==> src/rtl/kp_pkg.sv <==
package kp_pkg;
  localparam int KP_ROWS = 4;
  localparam int KP_COLS = 4;
  localparam int KP_RW   = $clog2(KP_ROWS);
  localparam int KP_CW   = $clog2(KP_COLS);

  typedef enum logic [2:0] {
    ST_INIT    = 3'd0,
    ST_SETTLE  = 3'd1,
    ST_CONFIRM = 3'd2,
    ST_STROBE  = 3'd3,
    ST_RELEASE = 3'd4
  } kp_state_e;

  // Key legend: row index r (row_n[r] low), column index c (col_n[c] low)
  function automatic logic [3:0] kp_code(input logic [KP_RW-1:0] r,
                                         input logic [KP_CW-1:0] c);
    logic [3:0] v;
    case ({r, c})
      4'b11_11: v = 4'h1;  4'b11_10: v = 4'h2;  4'b11_01: v = 4'h3;  4'b11_00: v = 4'hA;
      4'b10_11: v = 4'h4;  4'b10_10: v = 4'h5;  4'b10_01: v = 4'h6;  4'b10_00: v = 4'hB;
      4'b01_11: v = 4'h7;  4'b01_10: v = 4'h8;  4'b01_01: v = 4'h9;  4'b01_00: v = 4'hC;
      4'b00_11: v = 4'hE;  4'b00_10: v = 4'h0;  4'b00_01: v = 4'hF;  default:  v = 4'hD;
    endcase
    return v;
  endfunction
endpackage

==> src/rtl/kp_sync.sv <==
module kp_sync #(
  parameter int W      = 4,
  parameter int STAGES = 2
) (
  input  logic         clk,
  input  logic         rst,
  input  logic [W-1:0] d,
  output logic [W-1:0] q
);
  logic [W-1:0] stage [STAGES];

  genvar s;
  generate
    for (s = 0; s < STAGES; s++) begin : g_stage
      always_ff @(posedge clk or posedge rst) begin
        if (rst) stage[s] <= '1;
        else if (s == 0) stage[s] <= d;
        else stage[s] <= stage[(s == 0) ? 0 : s-1];
      end
    end
  endgenerate

  assign q = stage[STAGES-1];
endmodule

==> src/rtl/kp_timer.sv <==
module kp_timer #(
  parameter int W = 20
) (
  input  logic         clk,
  input  logic         rst,
  input  logic         load,
  input  logic [W-1:0] load_val,
  output logic         done
);
  logic [W-1:0] cnt;

  always_ff @(posedge clk or posedge rst) begin
    if (rst)             cnt <= '0;
    else if (load)       cnt <= load_val;
    else if (cnt != '0)  cnt <= cnt - 1'b1;
  end

  assign done = (cnt == '0);
endmodule

==> src/rtl/kp_col_pick.sv <==
module kp_col_pick #(
  parameter int N  = 4,
  localparam int IW = (N > 1) ? $clog2(N) : 1
) (
  input  logic [N-1:0]  col_n,
  output logic          hit,
  output logic [IW-1:0] idx
);
  always_comb begin
    hit = 1'b0;
    idx = '0;
    for (int i = N-1; i >= 0; i--) begin
      if (!col_n[i]) begin
        hit = 1'b1;
        idx = IW'(i);
      end
    end
  end
endmodule

==> src/rtl/kp_scanner.sv <==
module kp_scanner
  import kp_pkg::*;
#(
  parameter int SETTLE_CYC  = 50000,
  parameter int PRESS_CYC   = 500000,
  parameter int STROBE_CYC  = 25000,
  parameter int RELEASE_CYC = 1000000
) (
  input  logic                clk,
  input  logic                rst,
  input  logic [KP_COLS-1:0]  col_n,
  output logic [KP_ROWS-1:0]  row_n,
  output logic                key_valid,
  output logic [3:0]          key_code,
  output logic [4:0]          dbg
);
  localparam int MAX_A   = (SETTLE_CYC > PRESS_CYC) ? SETTLE_CYC : PRESS_CYC;
  localparam int MAX_B   = (STROBE_CYC > RELEASE_CYC) ? STROBE_CYC : RELEASE_CYC;
  localparam int MAX_CYC = (MAX_A > MAX_B) ? MAX_A : MAX_B;
  localparam int TW      = (MAX_CYC > 2) ? $clog2(MAX_CYC) : 1;
  localparam logic [TW-1:0] L_SETTLE  = TW'(SETTLE_CYC - 1);
  localparam logic [TW-1:0] L_PRESS   = TW'(PRESS_CYC - 1);
  localparam logic [TW-1:0] L_STROBE  = TW'(STROBE_CYC - 1);
  localparam logic [TW-1:0] L_RELEASE = TW'(RELEASE_CYC - 1);

  kp_state_e          state;
  logic [KP_RW-1:0]   row_idx;
  logic [3:0]         held_code;
  logic               valid_q;

  logic [KP_COLS-1:0] col_s;
  logic               col_hit;
  logic [KP_CW-1:0]   col_idx;
  logic [3:0]         cur_code;
  logic               t_load;
  logic [TW-1:0]      t_val;
  logic               t_done;

  kp_sync #(.W(KP_COLS), .STAGES(2)) u_sync (
    .clk (clk), .rst (rst), .d (col_n), .q (col_s)
  );

  kp_col_pick #(.N(KP_COLS)) u_pick (
    .col_n (col_s), .hit (col_hit), .idx (col_idx)
  );

  kp_timer #(.W(TW)) u_timer (
    .clk (clk), .rst (rst), .load (t_load), .load_val (t_val), .done (t_done)
  );

  assign cur_code = kp_code(row_idx, col_idx);

  // Timer reload per phase entry
  always_comb begin
    t_load = 1'b0;
    t_val  = L_SETTLE;
    case (state)
      ST_INIT: begin
        t_load = 1'b1;
        t_val  = L_SETTLE;
      end
      ST_SETTLE: if (t_done) begin
        t_load = 1'b1;
        t_val  = col_hit ? L_PRESS : L_SETTLE;
      end
      ST_CONFIRM: if (t_done) begin
        t_load = 1'b1;
        t_val  = (col_hit && cur_code == held_code) ? L_STROBE : L_RELEASE;
      end
      ST_STROBE: if (t_done) begin
        t_load = 1'b1;
        t_val  = L_RELEASE;
      end
      ST_RELEASE: if (col_hit || t_done) begin
        t_load = 1'b1;
        t_val  = col_hit ? L_RELEASE : L_SETTLE;
      end
      default: ;
    endcase
  end

  always_ff @(posedge clk or posedge rst) begin
    if (rst) begin
      state     <= ST_INIT;
      row_idx   <= '0;
      held_code <= '0;
      valid_q   <= 1'b0;
    end else begin
      case (state)
        ST_INIT: begin
          row_idx   <= '0;
          held_code <= '0;
          valid_q   <= 1'b0;
          state     <= ST_SETTLE;
        end
        ST_SETTLE: if (t_done) begin
          if (col_hit) begin
            held_code <= cur_code;
            state     <= ST_CONFIRM;
          end else begin
            row_idx <= row_idx + 1'b1;
          end
        end
        ST_CONFIRM: if (t_done) begin
          if (col_hit && cur_code == held_code) begin
            valid_q <= 1'b1;
            state   <= ST_STROBE;
          end else begin
            state <= ST_RELEASE;
          end
        end
        ST_STROBE: if (t_done) begin
          valid_q <= 1'b0;
          state   <= ST_RELEASE;
        end
        ST_RELEASE: if (!col_hit && t_done) begin
          row_idx <= row_idx + 1'b1;
          state   <= ST_SETTLE;
        end
        default: state <= ST_INIT;
      endcase
    end
  end

  genvar r;
  generate
    for (r = 0; r < KP_ROWS; r++) begin : g_row
      assign row_n[r] = (row_idx != KP_RW'(r));
    end
  endgenerate

  assign key_valid = valid_q;
  assign key_code  = held_code;
  assign dbg       = {valid_q, held_code};
endmodule

==> config.mk <==
export PLATFORM = sky130hd
export DESIGN_NAME = kp_scanner
export DESIGN_NICKNAME = d
export VERILOG_FILES = /design/src/rtl/kp_pkg.sv /design/src/rtl/kp_sync.sv /design/src/rtl/kp_timer.sv /design/src/rtl/kp_col_pick.sv /design/src/rtl/kp_scanner.sv
export SDC_FILE = /design/constraint.sdc
export NUM_CORES = 1
export LEC_CHECK = 0
export CAP_MARGIN = 20
export CORE_ASPECT_RATIO = 1.2
export CORE_MARGIN = 2
export CORE_UTILIZATION = 45
export CTS_CLUSTER_DIAMETER = 150
export CTS_CLUSTER_SIZE = 10
export DETAILED_ROUTE_END_ITERATION = 7
export PLACE_DENSITY = 0.67
export SLEW_MARGIN = 20
export SYNTH_ARGS = -nofsm -noshare
export SYNTH_HDL_FRONTEND = slang
export SYNTH_SLANG_ARGS = --single-unit
==> constraint.sdc <==
create_clock -name clk -period 5.4 [get_ports clk]
set_clock_uncertainty 0.2 [all_clocks]
set_input_delay 1.08 -clock clk [delete_from_list [all_inputs] [get_ports clk]]
set_output_delay 1.08 -clock clk [all_outputs]
set_load 0.01 [all_outputs]
==> impl_metrics.tcl, run 1 <==
set metrics [dict create \
    drc 0 \
    slew_violations 0 \
    grt_pass1_vias 2135 \
    die_area_um2 6390 \
    io_buffer_count 19 \
    syn_area_um2 2590 \
    worst_slew_pin_slew_ps 676 \
    antenna_left 0 \
    nets 320 \
    p_leak_nw 1.20 \
    synth_top_area_frac 0.290 \
    stdcell_count 370 \
    ys.warnings.count 0 \
    seq_area_frac_synth 0.371 \
    clkTransAtPathRegs_ps 80 \
    grt_use_total 0.207 \
    fin_setup_tns_ps 0 \
    wl_per_cell_um 15.9 \
    yosysTopAreaCell "dfrtp_1" \
    slowest_stage "dfstp_2" \
    synth_cells 294 \
    cp-end-kind "register" \
    synth.avg_cell_area_um2 8.82 \
    yosysMostFrequentCell "nor2_1" \
    cts_tree "yes" \
    drt_iter0_markers 132 \
    critPathTopFamily "simple AND/OR/NAND/NOR gates" \
    vdd_drop_max_v 0.000125 \
    dp_hpwl_um 4350 \
    required_ps 5430 \
    p_sw_uw 125 \
    insertion_delay_ps 300 \
    met3_length_um 216 \
    layout_min_cycle_time_ps 3290 \
    rrSetupSlack_ps 2110 \
    internal-power_uw 486 \
    synth.distinct_cells 64 \
    die_h_um 87.1 \
    wl_met2_um 2840 \
    cts_buffers 5 \
    ys_seq_elements 38 \
    synthFlopType "dfrtp_1" \
    via_per_inst 5.91 \
    n_antenna_cell 0 \
    initial_core_util 0.464 \
    cts_resized 0 \
    finalHoldViolations 0 \
    dp_cells 362 \
    path_cells "nand2_1 -> or2_2 -> inv_1 -> ha_1 -> or3b_2 -> o221a_2 -> xnor2_1 -> nand4_1 -> nor4_1 -> or2_2" \
    synth.top_cells.by_count "nor2_1, dfrtp_1, nand2_1, inv_1, a21oi_1" \
    cts_hold_buf 0 \
    startpoint_type "register" \
    post-cts-setup-buffers 0 \
    cp_num_buf_inv 1 \
    status "finished clean" \
    max_stage_delay_ps 580 \
    netSwitchingFraction 0.204 \
    htreeDepth 2 \
    synth_nets 309 \
    antenna_found_initial 0 \
    cts.path.max_buffers 2 \
    power_density_nw_per_um2 211 \
    max_freq_mhz 304 \
    rsz0062_at_grt "no" \
    fp.dieW_um 73.3 \
    overflow 0 \
    grt_pass1_wl_um 10100 \
    synth_edf_count 0 \
    io_pins 20 \
    clkSinkCount 38 \
    arrival_ps 3330 \
    crit_type "register to register" \
    synth_area_leaders "dfrtp_1, dfstp_2, nor2_1, ha_1, nand2_1" \
    firstDrtPassIters 4 \
    async_flop_share 1.00 \
    critPathMaxFanout 6 \
    fill_cells 538 \
    finalCritPeriodShare 0.610 \
    slew_headroom 0.546 \
    combPwrFrac 0.043 \
    core_area_um2 5590 \
    p_seq_frac 0.479 \
    highest_layer "met4" \
    wl_um 5870 \
    grt_max_degree 39 \
    clockPowerShare 0.478 \
    gp_congestion 0.935 \
    cp_common_cell "or2_2" \
    drive_gt1_frac 0.131 \
    wl_met1_um 2610 \
    cap_violations 0 \
    row_count 30 \
    finalSetupViolCount 0 \
    num_vias 2188 \
    area_delta_synth_final_pct 11.8 \
    root_buffer "clkbuf_8" \
    hp-class "register to register" \
]
==> registers in the layout, summed over array words and instances (netlist names) <==
signal and count:
row_idx 2, key_code 4, key_valid 1, u_timer.cnt 20
state 3, u_sync.stage 4, u_sync.q 4
==> layout make-up <==
| class | instances | area (µm²) | share of cell area |
|---|---|---|---|
| Clock inverter | 3 | 68.8 | 0.0237 |
| Timing Repair Buffer | 20 | 198 | 0.0682 |
| Multi-Input combinational cell | 222 | 1450 | 0.502 |
| Clock buffer | 5 | 68.8 | 0.0237 |
| Inverter | 18 | 67.6 | 0.0233 |
| Tap cell | 64 | 80.1 | 0.0276 |
| Sequential cell | 38 | 961 | 0.332 |
==> metal layers <==
layer  GRT usage  vias to the layer above
met4       0.106                        0
met5           0                        -
met1       0.258                     1039
met2       0.338                       52
li1            -                     1081
met3      0.0394                       16
==> cell families (layout without fill, tap and decap cells) <==
kind of cell    Yosys count  in the layout  share of synthesized area
simple gates            123            123                      0.251
compound gates           67             67                      0.182
flops                    38             38                      0.371
buf+inv                  34             46                     0.0685
xor+xnor                 15             15                     0.0507
fa+ha+maj                10             10                     0.0473
mux                       7              7                     0.0299
==> placed cells by master (no fill, tap or decap), drive strengths merged, types with 3 or more instances in the layout <==
| cell | n |
|---|---|
| or4 | 3 |
| clkbuf | 5 |
| or2 | 6 |
| clkdlybuf4s50 | 19 |
| nand3 | 4 |
| o31ai | 6 |
| and3 | 4 |
| dfrtp | 30 |
| nor4 | 8 |
| nand4 | 4 |
| o21ai | 13 |
| nor2 | 38 |
| and4 | 3 |
| nor3 | 11 |
| inv | 18 |
| a21oi | 15 |
| nand2 | 24 |
| xor2 | 8 |
| dfstp | 8 |
| mux2 | 6 |
| a22oi | 3 |
| xnor2 | 7 |
| o21a | 4 |
| a31o | 3 |
| or3 | 5 |
| ha | 9 |
| nand2b | 3 |
==> path summary, 6_finish.rpt <==
check	start	to	depth (start not counted)
max in group asynchronous	rst	u_sync.stage[5]	3
min in group asynchronous	rst	key_code[2]	3
hold reg to reg	u_sync.stage[4]	u_sync.q[0]	0
setup reg to reg	u_sync.q[1]	u_timer.cnt[7]	10
hold / removal	u_sync.stage[4]	u_sync.q[0]	0
setup / recovery	u_sync.q[1]	u_timer.cnt[7]	10
==> power groups by stage <==
| stage | Clock [mW] | Combinational [mW] | Sequential, mW |
|---|---|---|---|
| global placement | 0 | 0.0263 | 0.297 |
| detailed placement | 0 | 0.0265 | 0.298 |
| finish | 0.291 | 0.0264 | 0.292 |
| floorplan | 0 | 0.0173 | 0.297 |
| CTS | 0.302 | 0.0267 | 0.292 |
| global route | 0.312 | 0.0293 | 0.293 |
==> per-stage QoR <==
| stage | util | setup WS (ps) | power [mW] | cell area (µm²) | hold WS, ps |
|---|---|---|---|---|---|
| 2_1_floorplan | - | 2500 | 0.314 | 2590 | 145 |
| 3_3_place_gp | 0.494 | 2140 | 0.324 | 2760 | 146 |
| 3_5_place_dp | 0.494 | 2100 | 0.324 | 2760 | 147 |
| 4_1_cts | 0.518 | 2100 | 0.621 | 2900 | 147 |
| 5_1_grt | 0.518 | 1830 | 0.634 | 2900 | 152 |
| 6_report | 0.518 | 2110 | 0.610 | 2900 | 148 |
No activity file was read; power rests on OpenSTA's default activity.
==> run 2, diff against run 1 <==
==> constraint.sdc (replaced) <==
create_clock -name clk -period 3.24 [get_ports clk]
set_clock_uncertainty 0.2 [all_clocks]
set_input_delay 0.648 -clock clk [delete_from_list [all_inputs] [get_ports clk]]
set_output_delay 0.648 -clock clk [all_outputs]
set_load 0.01 [all_outputs]
==> run 2 against run 1 <==
  * Power grew 53%
  * Sequential power increased by 67%
  * Setup slack lost 1900 ps
  * Clock-buffer cell count unchanged
  * Hold slack improved by 10 ps
  * Die area stayed put
  * Clock power increased by 37%
  * Cell count up 1.4%
  * Critical endpoint is now u_timer.cnt[13]
  * Largest power group unchanged
==> impl_metrics.tcl, run 2 (same netlist as run 1, synthesis figures left out) <==
set metrics [dict create \
    status "finished clean" \
    grt_pass1_vias 2179 \
    antenna_left 0 \
    clkTransAtPathRegs_ps 80 \
    drc 0 \
    cts.path.max_buffers 2 \
    hold_path_depth 0 \
    timing.final.ws_setup_ps 168 \
    netSwitchingFraction 0.218 \
    slew_violations 0 \
    power_density_nw_per_um2 320 \
    dp_hpwl_um 4440 \
    wl_met1_um 2690 \
    post-route-util 0.521 \
    die_area_um2 6390 \
    finalCritPeriodShare 0.948 \
    firstDrtPassIters 4 \
    startpoint_type "register" \
    crit_type "register to register" \
    path_cells "nand2_1 -> or2_2 -> inv_1 -> ha_1 -> or3b_2 -> o221a_2 -> xnor2_1 -> nand4_1 -> nor4_1 -> buf_4 -> or3_1" \
    rsz0062_at_grt "no" \
    wl_um 6100 \
    num_vias 2244 \
    layout_min_cycle_time_ps 3070 \
    combPwrFrac 0.047 \
    via_per_inst 5.98 \
    finalSetupViolCount 0 \
    core_area_um2 5590 \
    final_common_cell "nor2_1" \
    p_seq_frac 0.523 \
    area.sequential_um2 961 \
    insertion_delay_ps 300 \
    initial_core_util 0.464 \
    overflow 0 \
    drt_iter0_markers 91 \
    wl_per_cell_um 16.3 \
    grt_pass1_wl_um 10500 \
    highest_layer "met4" \
    critPathTopFamily "simple AND/OR/NAND/NOR gates" \
    required_ps 3220 \
    post-cts-setup-buffers 0 \
    cts_hold_buf 0 \
    largest_register "u_timer.cnt" \
    holdPathEnd "u_sync.q[0]" \
    max_stage_delay_ps 570 \
    cts_resized 0 \
    n_antenna_cell 0 \
    cts_buffers 5 \
    wl_met2_um 3000 \
    grt_use_total 0.211 \
    worst_slew_pin_slew_ps 574 \
    p_total_uw 931 \
    final_cell_mix "nor2_1, dfrtp_1, nand2_1, clkdlybuf4s50_1, inv_1" \
    slowest_stage "dfstp_2" \
    htreeDepth 2 \
    finalHoldViolations 0 \
    grt_max_degree 39 \
    cp_num_buf_inv 2 \
    timing.hold.ws_ps 158 \
    internal-power_uw 727 \
    p_sw_uw 203 \
    timing.rr.end "u_timer.cnt[13]" \
    nets 325 \
    holdCritStartpoint "u_sync.stage[4]" \
    worstReg2RegStart "u_sync.q[1]" \
    row_count 30 \
    cap_violations 0 \
    rrSetupSlack_ps 170 \
    fill_cells 530 \
    io_buffer_count 19 \
    multi_input_area_um2 1460 \
    clkSinkCount 38 \
    hp-class "register to register" \
    critPathMaxFanout 6 \
    antenna_found_initial 0 \
    gp_congestion 0.913 \
    arrival_ps 3050 \
    clockPowerShare 0.430 \
    fp.dieW_um 73.3 \
    met3_length_um 256 \
    reg2reg_depth 11 \
    max_freq_mhz 326 \
    root_buffer "clkbuf_8" \
    vdd_drop_max_v 0.000247 \
    cp-end-kind "register" \
    cts_tree "yes" \
    io_pins 20 \
    largest_reg_flops 20 \
    drive_gt1_frac 0.148 \
    area_delta_synth_final_pct 12.4 \
    preCtsSetupSlack_ps 198 \
    p_leak_nw 1.22 \
    fin_setup_tns_ps 0 \
    die_h_um 87.1 \
    slew_headroom 0.617 \
]
==> run 2: changes by cell type in the layout (fill, tap and decap cells not counted) <==
cell       previous run  this run
clkinv_2              0         2
nor4_2                1         2
nor4_1                7         6
clkinv_4              1         0
bufinv_16             2         1
buf_4                 1         6
==> run 2: worst max path at each step <==
stage | startpoint | end | slack (ps) | depth (start not counted)
4_1_cts | u_sync.q[1] | u_timer.cnt[13] | 170 | 11
5_1_grt | u_sync.q[1] | state[1] | 20 | 10
3_5_place_dp | u_sync.q[1] | u_timer.cnt[13] | 200 | 11
6_report | u_sync.q[1] | u_timer.cnt[13] | 170 | 11
3_3_place_gp | u_sync.q[1] | u_timer.cnt[13] | 270 | 11
2_1_floorplan | u_sync.q[1] | u_timer.cnt[7] | 340 | 10
==> run 2: layout make-up <==
class	count	area share
multi-input combinational	222	0.501
timing repair buffer	25	0.0808
sequential	38	0.330
clock buffer	5	0.0236
clock inverter	3	0.0137
inverter	18	0.0232
tap	64	0.0275
==> run 2: power by group through the flow <==
stage	sequential [mW]	combinational (mW)	clock, mW
after floorplan	0.495	0.0288	0
after global placement	0.496	0.0435	0
after detailed placement	0.496	0.0441	0
after CTS	0.487	0.0443	0.411
after global routing	0.488	0.0495	0.431
final	0.487	0.0438	0.400
==> run 2: through the flow <==
stage,instance area [µm²],instances
5_1_grt,2910,375
2_1_floorplan,2590,294
4_1_cts,2910,375
3_5_place_dp,2800,367
6_report,2910,375
3_3_place_gp,2800,367
==> run 2: layer usage <==
layer | global-route usage | vias up
met3 | 0.0359 | 13
li1 | - | 1086
met1 | 0.273 | 1084
met5 | 0 | -
met4 | 0.0959 | 0
met2 | 0.342 | 61
==> run 2: worst register-to-register path, cell delays in order, from the launching register on <==
cell,delay (ps)
dfstp_2,570
nand2_1,120
or2_2,320
inv_1,110
ha_1,200
or3b_2,450
o221a_2,150
xnor2_1,150
nand4_1,130
nor4_1,60
buf_4,150
or3_1,360
==> run 3, diff against run 2 <==
--- a/config.mk
+++ b/config.mk
@@ -12,6 +12,7 @@
 export CTS_CLUSTER_DIAMETER = 150
 export CTS_CLUSTER_SIZE = 10
 export DETAILED_ROUTE_END_ITERATION = 7
+export GPL_ROUTABILITY_DRIVEN = 0
 export PLACE_DENSITY = 0.67
 export SLEW_MARGIN = 20
 export SYNTH_ARGS = -nofsm -noshare
==> results of run 3 <==
Final layout, timing and power as in run 2 (identical DEF).
